`src/rtl/bert_rx_monitor.sv`:
```
module bert_rx_monitor #(
  parameter int CNT_W  = 32,
  parameter int WIN    = 64,
  parameter int THRESH = 6
) (
  input  logic             clk,
  input  logic             rst_n,
  input  logic [4:0]       cfg_len,
  input  logic [4:0]       cfg_tap,
  input  logic             cfg_repeat,
  input  logic             rx_bit,
  input  logic             rx_valid,
  input  logic             pmu_strobe,
  output logic [CNT_W-1:0] bit_count_hold,
  output logic [CNT_W-1:0] err_count_hold,
  output logic             err_present,
  output logic             out_of_sync
);
  localparam int REF_W = 32;
  localparam int PH_W  = $clog2(2*REF_W);
  localparam int PW    = $clog2(WIN+1);
  localparam logic [CNT_W-1:0] CMAX = '1;

  logic [REF_W-1:0] ref_q;
  logic [PH_W-1:0]  phase;
  logic [WIN-1:0]   hist;
  logic [PW-1:0]    pop;
  logic [CNT_W-1:0] bit_live, err_live;

  logic fb, mism, err_hit, lose;
  logic [PW:0] pop_nxt;
  logic [CNT_W-1:0] bit_base, err_base, bit_nxt, err_nxt;

  always_comb begin
    fb = cfg_repeat ? ref_q[cfg_len] : (ref_q[cfg_len] ^ ref_q[cfg_tap]);
    if (!cfg_repeat && ref_q[REF_W-2:0] == '0) fb = 1'b1;
  end

  assign mism     = rx_bit ^ fb;
  assign err_hit  = rx_valid && !out_of_sync && mism;
  assign pop_nxt  = {1'b0, pop} + (PW+1)'(mism) - (PW+1)'(hist[WIN-1]);
  assign lose     = err_hit && (pop_nxt >= (PW+1)'(THRESH));
  assign bit_base = pmu_strobe ? '0 : bit_live;
  assign err_base = pmu_strobe ? '0 : err_live;
  assign bit_nxt  = (rx_valid && bit_base != CMAX) ? bit_base + 1'b1 : bit_base;
  assign err_nxt  = (err_hit && err_base != CMAX) ? err_base + 1'b1 : err_base;
  assign err_present = (err_live != '0);

  always_ff @(posedge clk) begin
    if (!rst_n) begin
      ref_q          <= '0;
      phase          <= '0;
      hist           <= '0;
      pop            <= '0;
      out_of_sync    <= 1'b1;
      bit_live       <= '0;
      err_live       <= '0;
      bit_count_hold <= '0;
      err_count_hold <= '0;
    end else begin
      bit_live <= bit_nxt;
      err_live <= err_nxt;
      if (pmu_strobe) begin
        bit_count_hold <= bit_live;
        err_count_hold <= err_live;
      end
      if (rx_valid) begin
        if (out_of_sync) begin
          ref_q <= {ref_q[REF_W-2:0], rx_bit};
          if (phase < PH_W'(REF_W)) phase <= phase + 1'b1;
          else if (mism) phase <= PH_W'(1);
          else if (phase == '1) begin
            phase       <= '0;
            out_of_sync <= 1'b0;
          end else phase <= phase + 1'b1;
        end else begin
          ref_q <= {ref_q[REF_W-2:0], fb};
          if (lose) begin
            hist        <= '0;
            pop         <= '0;
            phase       <= '0;
            out_of_sync <= 1'b1;
          end else begin
            hist <= {hist[WIN-2:0], mism};
            pop  <= pop_nxt[PW-1:0];
          end
        end
      end
    end
  end


  restart_on_miss_chk: assert property (@(posedge clk) disable iff (!rst_n)
    out_of_sync && rx_valid && phase >= PH_W'(REF_W) && mism |=> phase == PH_W'(1) && out_of_sync);

  window_bound_chk: assert property (@(posedge clk) disable iff (!rst_n)
    pop < PW'(THRESH));

  no_err_oos_chk: assert property (@(posedge clk) disable iff (!rst_n)
    out_of_sync && !pmu_strobe |=> $stable(err_live));

  snapshot_chk: assert property (@(posedge clk) disable iff (!rst_n)
    pmu_strobe |=> bit_count_hold == $past(bit_live) && err_count_hold == $past(err_live));

  flag_clear_chk: assert property (@(posedge clk) disable iff (!rst_n)
    pmu_strobe && !rx_valid |=> !err_present);

  no_overflow_chk: assert property (@(posedge clk) disable iff (!rst_n)
    bit_live == CMAX && rx_valid && !pmu_strobe |=> bit_live == CMAX);

  idle_hold_chk: assert property (@(posedge clk) disable iff (!rst_n)
    !rx_valid && !pmu_strobe |=> $stable(bit_live) && $stable(out_of_sync) && $stable(err_live));
endmodule

```
`config.mk`:
```
export PLATFORM = sky130hd
export DESIGN_NAME = bert_rx_monitor
export DESIGN_NICKNAME = d
export VERILOG_FILES = /design/src/rtl/bert_rx_monitor.sv
export SDC_FILE = /design/constraint.sdc
export NUM_CORES = 1
export LEC_CHECK = 0
export CAP_MARGIN = 15
export CORE_ASPECT_RATIO = 0.8
export CORE_UTILIZATION = 40
export DETAILED_ROUTE_END_ITERATION = 8
export PLACE_DENSITY = 0.62
export SYNTH_ARGS = -nofsm -noshare
export SYNTH_HDL_FRONTEND = slang
export SYNTH_SLANG_ARGS = --single-unit
```
`constraint.sdc`:
```
create_clock -name clk -period 9.2 [get_ports clk]
set_clock_uncertainty 0.2 [all_clocks]
set_input_delay 2.76 -clock clk [delete_from_list [all_inputs] [get_ports clk]]
set_output_delay 2.76 -clock clk [all_outputs]
set_load 0.05 [all_outputs]
```
Word-level counts from Yosys, hierarchy flattened
Index checks and enable logic that the tools add are counted.
- register bits: 238
- input bits: 16
- output and inout bits: 66
- add/subtract/negate cells: 5
- order comparisons: 4
- eq/ne operators: 3
- muxes and demuxes: 23
- bitwise operators: 3
- reduce and logical (&&, ||, !) cells: 13
- operators by type and width (kind ; count):
    32-bit two-way mux ; 4
    32-bit by 1-bit adder with 32-bit output (second input constant) ; 2
    64-bit two-way mux ; 1
    32-bit inequality test (second input constant) ; 2
    32-bit nonzero test ; 1
    31-bit logical NOT ; 1
    6-bit two-way mux ; 5
    5-bit by 6-bit less-than comparator with 1-bit output (second input constant) ; 2
    1-bit binary-select mux with 5-bit select ; 2
    1-bit two-way mux ; 10
    7-bit by 1-bit adder with 8-bit output ; 1
    8-bit by 3-bit >= comparator with 1-bit output (second input constant) ; 1
    8-bit by 1-bit subtractor with 8-bit output ; 1
    7-bit two-way mux ; 1
    6-bit by 1-bit adder with 6-bit output (second input constant) ; 1
    6-bit == test (second input constant) ; 1
    1-bit logical AND ; 6
    6-bit less-than comparator (second input constant) ; 1
    2-bit AND reduction ; 2
    1-bit logical NOT ; 2
    2-bit nonzero test ; 1
    1-bit XOR ; 2
    1-bit inverter ; 1

Longest topological paths before layout
Gate-level depths: netlist (run 1).
- depth in word-level cells: 12
- mapped depth: 22

Worst setup path after synthesis (run 1)
Ideal clock, no wire load.
- kind: input port to flip-flop
- start point: in cfg_tap[0]
- end point: reg pop[4]
- setup time: 60 ps
- arrival: 7610 ps
- path slack: 1330 ps
- stages: 19
- path through: clkbuf_1 > mux4_2 > mux2i_1 > mux2i_1 > o211ai_2 > mux2i_4 > xnor2_1 > buf_2 > buf_2 > nand2_1 > ha_1 > a211o_1 > a21o_1 > a211o_1 > a2111oi_0 > or4bb_1 > a211oi_4 > buf_2 > a22o_1
- word-level cells in the longest chain between the ends: 11
- elaborated cells on any way between the ends: 12
- RTL lines (item ; RTL line ; RTL):
    start, declared ; 9 ; input logic [4:0] cfg_tap,
    1-bit binary-select mux with 5-bit select * ; 35 ; fb = cfg_repeat ? ref_q[cfg_len] : (ref_q[cfg_len] ^ ref_q[cfg_tap]);
    1-bit two-way mux (not written as such) * ; 35 ;
    1-bit XOR * ; 35 ;
    1-bit two-way mux * ; 35 ;
    1-bit two-way mux * ; 36 ; if (!cfg_repeat && ref_q[REF_W-2:0] == '0) fb = 1'b1;
    1-bit XOR * ; 39 ; assign mism = rx_bit ^ fb;
    7-bit by 1-bit adder with 8-bit output ; 41 ; assign pop_nxt = {1'b0, pop} + (PW+1)'(mism) - (PW+1)'(hist[WIN-1]);
    8-bit by 1-bit subtractor with 8-bit output ; 41 ;
    8-bit by 3-bit >= comparator with 1-bit output ; 42 ; assign lose = err_hit && (pop_nxt >= (PW+1)'(THRESH));
    1-bit logical AND ; 42 ;
    7-bit two-way mux * ; 78 ; if (lose) begin
    end signal, assigned ; 85 ; pop <= pop_nxt[PW-1:0];
    end, declared ; 27 ; logic [PW-1:0] pop;
Mark *: on every way between the ends. The rest lies on a longest branch, timed or not. The select of a mux whose other input is x is not followed.
A chain may end at the register's enable or synchronous reset.

Worst setup path in the final report (run 1)
- start point: in cfg_tap[1]
- end point: reg pop[6]
The elaborated chain is that of the path after synthesis.

==> results of run 1 <==
-- synthesized netlist by cell type (19+ instances only) --
library cell / instances
sky130_fd_sc_hd__nor2_1: 138
sky130_fd_sc_hd__o21ai_0: 49
sky130_fd_sc_hd__xnor2_1: 24
sky130_fd_sc_hd__nand4_1: 21
sky130_fd_sc_hd__mux2i_1: 117
sky130_fd_sc_hd__a22o_1: 38
sky130_fd_sc_hd__nand3_1: 107
sky130_fd_sc_hd__dfxtp_1: 238
sky130_fd_sc_hd__nand2_1: 43
sky130_fd_sc_hd__clkbuf_1: 54
sky130_fd_sc_hd__a21oi_1: 35
sky130_fd_sc_hd__nor4_1: 19
-- per-layer routing --
layer	up-vias	wire length, um	GRT usage [%]
met1	3924	12540	27.49
li1	4141	-	-
met2	169	9846	25.99
met3	27	1089	2.719
met5	-	0	0
met4	0	360	3.571
-- logic make-up after synthesis --
logic type | Yosys count | synth area share, %
and+or+nand+nor | 428 | 20.62
xor gates and xnor gates | 37 | 3.179
muxes | 129 | 13.71
buffers and inverters | 90 | 3.371
AOI/OAI and AO/OA | 183 | 12.03
DFF | 238 | 45.69
adders and majority gates | 11 | 1.392
-- worst max path at each step --
stage	from	end	slack, ps	cells past startpoint
final	cfg_tap[1]	pop[6]$_SDFFE_PN0P_	1060	17
after floorplan	cfg_tap[0]	pop[4]$_SDFFE_PN0P_	1330	19
after global placement	cfg_tap[1]	pop[4]$_SDFFE_PN0P_	690	17
after detailed placement	cfg_tap[1]	hist[32]$_SDFFE_PN0P_	530	17
after CTS	cfg_tap[1]	hist[47]$_SDFFE_PN0P_	1030	17
after global routing	cfg_tap[1]	hist[47]$_SDFFE_PN0P_	610	17
-- tightest hold or removal path, cell delays in order, from the launching register on --
cell and delay, ps:
sky130_fd_sc_hd__dfxtp_1 310, sky130_fd_sc_hd__nand2_1 50, sky130_fd_sc_hd__a21oi_1 50
-- cell type report --
cell class | instances | area [sq um]
timing repair buffer | 95 | 903.4
clock buffer | 34 | 719.4
clock inverter | 12 | 101.3
sequential | 238 | 4765
tap | 351 | 439.2
inverter | 14 | 55.05
fill | 2344 | 13130
multi-input combinational | 788 | 5325
-- state kept, by name (all words and copies together), names as in the netlist --
| signal | cells |
|---|---|
| out_of_sync | 1 |
| phase | 6 |
| hist | 64 |
| bit_count_hold | 32 |
| pop | 7 |
| err_live | 32 |
| err_count_hold | 32 |
| bit_live | 32 |
| ref_q | 32 |
-- power by group --
group | internal [mW] | switching [mW] | total (mW)
Clock | 0.579 | 0.421 | 1.00
Sequential | 1.03 | 0.00229 | 1.03
Combinational | 0.0323 | 0.0667 | 0.0990
Total | 1.64 | 0.490 | 2.13
-- stage by stage --
step	area [sq um]	total power, mW	setup slack [ps]
3_5_place_dp	11490	1.157	528.7
3_3_place_gp	11490	1.156	688.3
2_1_floorplan	10430	1.130	1330
6_report	12310	2.134	1061
5_1_grt	12310	2.210	606.0
4_1_cts	12310	2.156	1035
==> implementation parameters, run 1 <==
Parameter                              Value

Place
  Number of buffer cells added on primary ports ... 81
  Number of placed instances with taps included ... 1486
  Weighted congestion reported at the end of routability-driven placement ... 0.8823
  Detailed placement HPWL ... 15160 um

Pwr
  Leakage power figure ... 4.601 nW
  Worst ir drop on vdd ... 105.8 uV
  Power Density ... 173.4 nW/um^2

Route
  First-pass detailed-route iteration total ... 5
  Number of remaining DRC errors ... 0
  WL final ... 23830 um
  Total number of vias ... 8261
  DRT iter0 DRCs ... 572
  Wire length per cell ... 15.56 um
  Antenna-violating nets left ... 0
  DR vias/cell ... 5.392

Layout
  Antenna Diode Count ... 0
  Layout overhead on the synthesized area ... 18.02%
  Finished Layout Cells ... 1532
  Fraction of layout instances using a drive strength above 1 ... 6.859%
  Final Util ... 48.38%
  Net count, final ... 1189
  Commonest non-fill, non-tap cells in the layout ... 238 x sky130_fd_sc_hd__dfxtp_1, 136 x sky130_fd_sc_hd__nor2_1, 117 x sky130_fd_sc_hd__mux2i_1, 107 x sky130_fd_sc_hd__nand3_1, 78 x sky130_fd_sc_hd__clkdlybuf4s50_1
  Most common cell after layout, fill and taps aside ... sky130_fd_sc_hd__dfxtp_1

Floorplanning
  Die Height ... 146.4 um
  Boundary pin count ... 82
  Number of placement rows ... 52
  Starting density of the core ... 40.99%
  Total Die Area ... 26730 sq um
  Die extent in x ... 182.5 um
  Core outline area ... 25440 sq um

Synth
  Top cells by area, synth ... sky130_fd_sc_hd__dfxtp_1 46%, sky130_fd_sc_hd__mux2i_1 11%, sky130_fd_sc_hd__nand3_1 5.1%, sky130_fd_sc_hd__nor2_1 5.0%, sky130_fd_sc_hd__a22o_1 3.2%
  Main flop type after synthesis ... sky130_fd_sc_hd__dfxtp_1
  Count of flip-flops with a built-in enable after synthesis ... 0
  Syn nets ... 1143
  Cell area after technology mapping ... 10430 sq um
  #FFs+latches synth ... 238
  Syn. warnings ... 0
  Area leader, netlist ... sky130_fd_sc_hd__dfxtp_1
  Sequential element share of the synthesized area ... 45.69%
  Proportion of synthesized flip-flops having asynchronous set or reset ... 0%
  Synth unique cells ... 59
  Area share of the largest cell type after synthesis ... 45.69%
  Post-synthesis average cell area ... 9.345 sq um
  Post-Syn Instances ... 1116

Worst setup path
  Number of buffers and inverters on the critical path ... 2
  Depth of the worst register-to-register path ... 16
  Worst-case register-to-register setup slack ... 3850 ps
  Critical path data required time ... 9450 ps
  RR Startpoint ... ref_q[0]$_SDFFE_PN0P_
  Category of cells accounting for the largest share of critical-path delay ... compound AO/OA/AOI/OAI gates
  Critical path's slowest cell ... sky130_fd_sc_hd__clkdlybuf4s50_1
  Worst setup path category ... primary input to flip-flop
  Worst R2R End ... pop[6]$_SDFFE_PN0P_
  Series of cell instances along the critical path ... clkdlybuf4s50_1 > mux4_2 > mux2i_1 > mux2i_1 > o211ai_2 > mux2i_4 > xnor2_2 > nand2_1 > ha_1 > a211o_1 > a21o_1 > a211o_1 > a2111oi_0 > or4bb_1 > a211oi_4 > buf_4 > a22o_1
  Peak per-stage delay on the critical path ... 800 ps
  Max Fanout on Critical Path ... 32
  Worst EP arrival ... 8390 ps
  CP Launch Type ... primary input
  Capturing element type of the critical path ... flip-flop

Timing
  Setup Total Neg Slack ... 0 ps
  Unrepaired setup endpoints after global routing ... no
  Final hold slack ... 257.2 ps
  Number of setup violations in the final report ... 0
  Count of final max-slew check failures ... 0
  Final worst path period share ... 88.47%
  Worst slew slack as a fraction of its limit ... 33.17%
  Final worst path period need ... 8139 ps
  Measured slew at the worst slew-check pin ... 1000 ps
  Achievable Freq ... 0.1229 GHz
  Total count of hold-check failures in the final report ... 0

Global route
  Overflow left after global routing ... 0
  GR Util All Layers ... 17.82%
  Maximum number of pins on one net before global-route repair ... 68
  First-pass GRT wire length ... 39850 um
  Number of antenna violations at the first check in global routing ... 0
  Via count of the first global-routing pass ... 7600

CTS
  Post-cts sizing count ... 0
  Count of H-tree levels built during CTS ... 1
  Clock-pin transition on the worst setup and hold timing paths ... 60 ps
  Number of clock sinks seen by CTS ... 238
  Later-pin clock latency in the skew report ... 530 ps
  TritonCTS clock tree ... done
  Root Buffer Master ... sky130_fd_sc_hd__clkbuf_16
  Number of buffers added to fix hold violations after cts ... 0
  Number of setup buffers added after CTS ... 0
  Number of buffers created by CTS ... 25
  Maximum buffer depth of the clock tree ... 3

Hold path
  HP Start ... hist[0]$_SDFFE_PN0P_
  Number of cells traversed by the worst hold path ... 2
  Worst min-delay path endpoint ... hist[0]$_SDFFE_PN0P_
  Type of the most critical hold path ... flip-flop to flip-flop

Flow run
  Max-capacitance violation count ... 0

Run status
  Status ... finished clean
No activity file was read; power rests on OpenSTA's default activity.
==> inputs of run 2 (changes only) <==
--- a/config.mk
+++ b/config.mk
@@ -9,6 +9,7 @@
 export CORE_ASPECT_RATIO = 0.8
 export CORE_UTILIZATION = 40
 export DETAILED_ROUTE_END_ITERATION = 8
+export HOLD_SLACK_MARGIN = 0.05
 export PLACE_DENSITY = 0.62
 export SYNTH_ARGS = -nofsm -noshare
 export SYNTH_HDL_FRONTEND = slang
==> results of run 2 <==
The final DEF is identical to that of run 1; final timing and power are the same.
==> inputs of run 3 (changes only) <==
--- a/config.mk
+++ b/config.mk
@@ -11,6 +11,7 @@
 export DETAILED_ROUTE_END_ITERATION = 8
 export HOLD_SLACK_MARGIN = 0.05
 export PLACE_DENSITY = 0.62
+export SKIP_CTS_REPAIR_TIMING = 1
 export SYNTH_ARGS = -nofsm -noshare
 export SYNTH_HDL_FRONTEND = slang
 export SYNTH_SLANG_ARGS = --single-unit
==> results of run 3 <==
The final DEF is identical to that of run 1; final timing and power are the same.
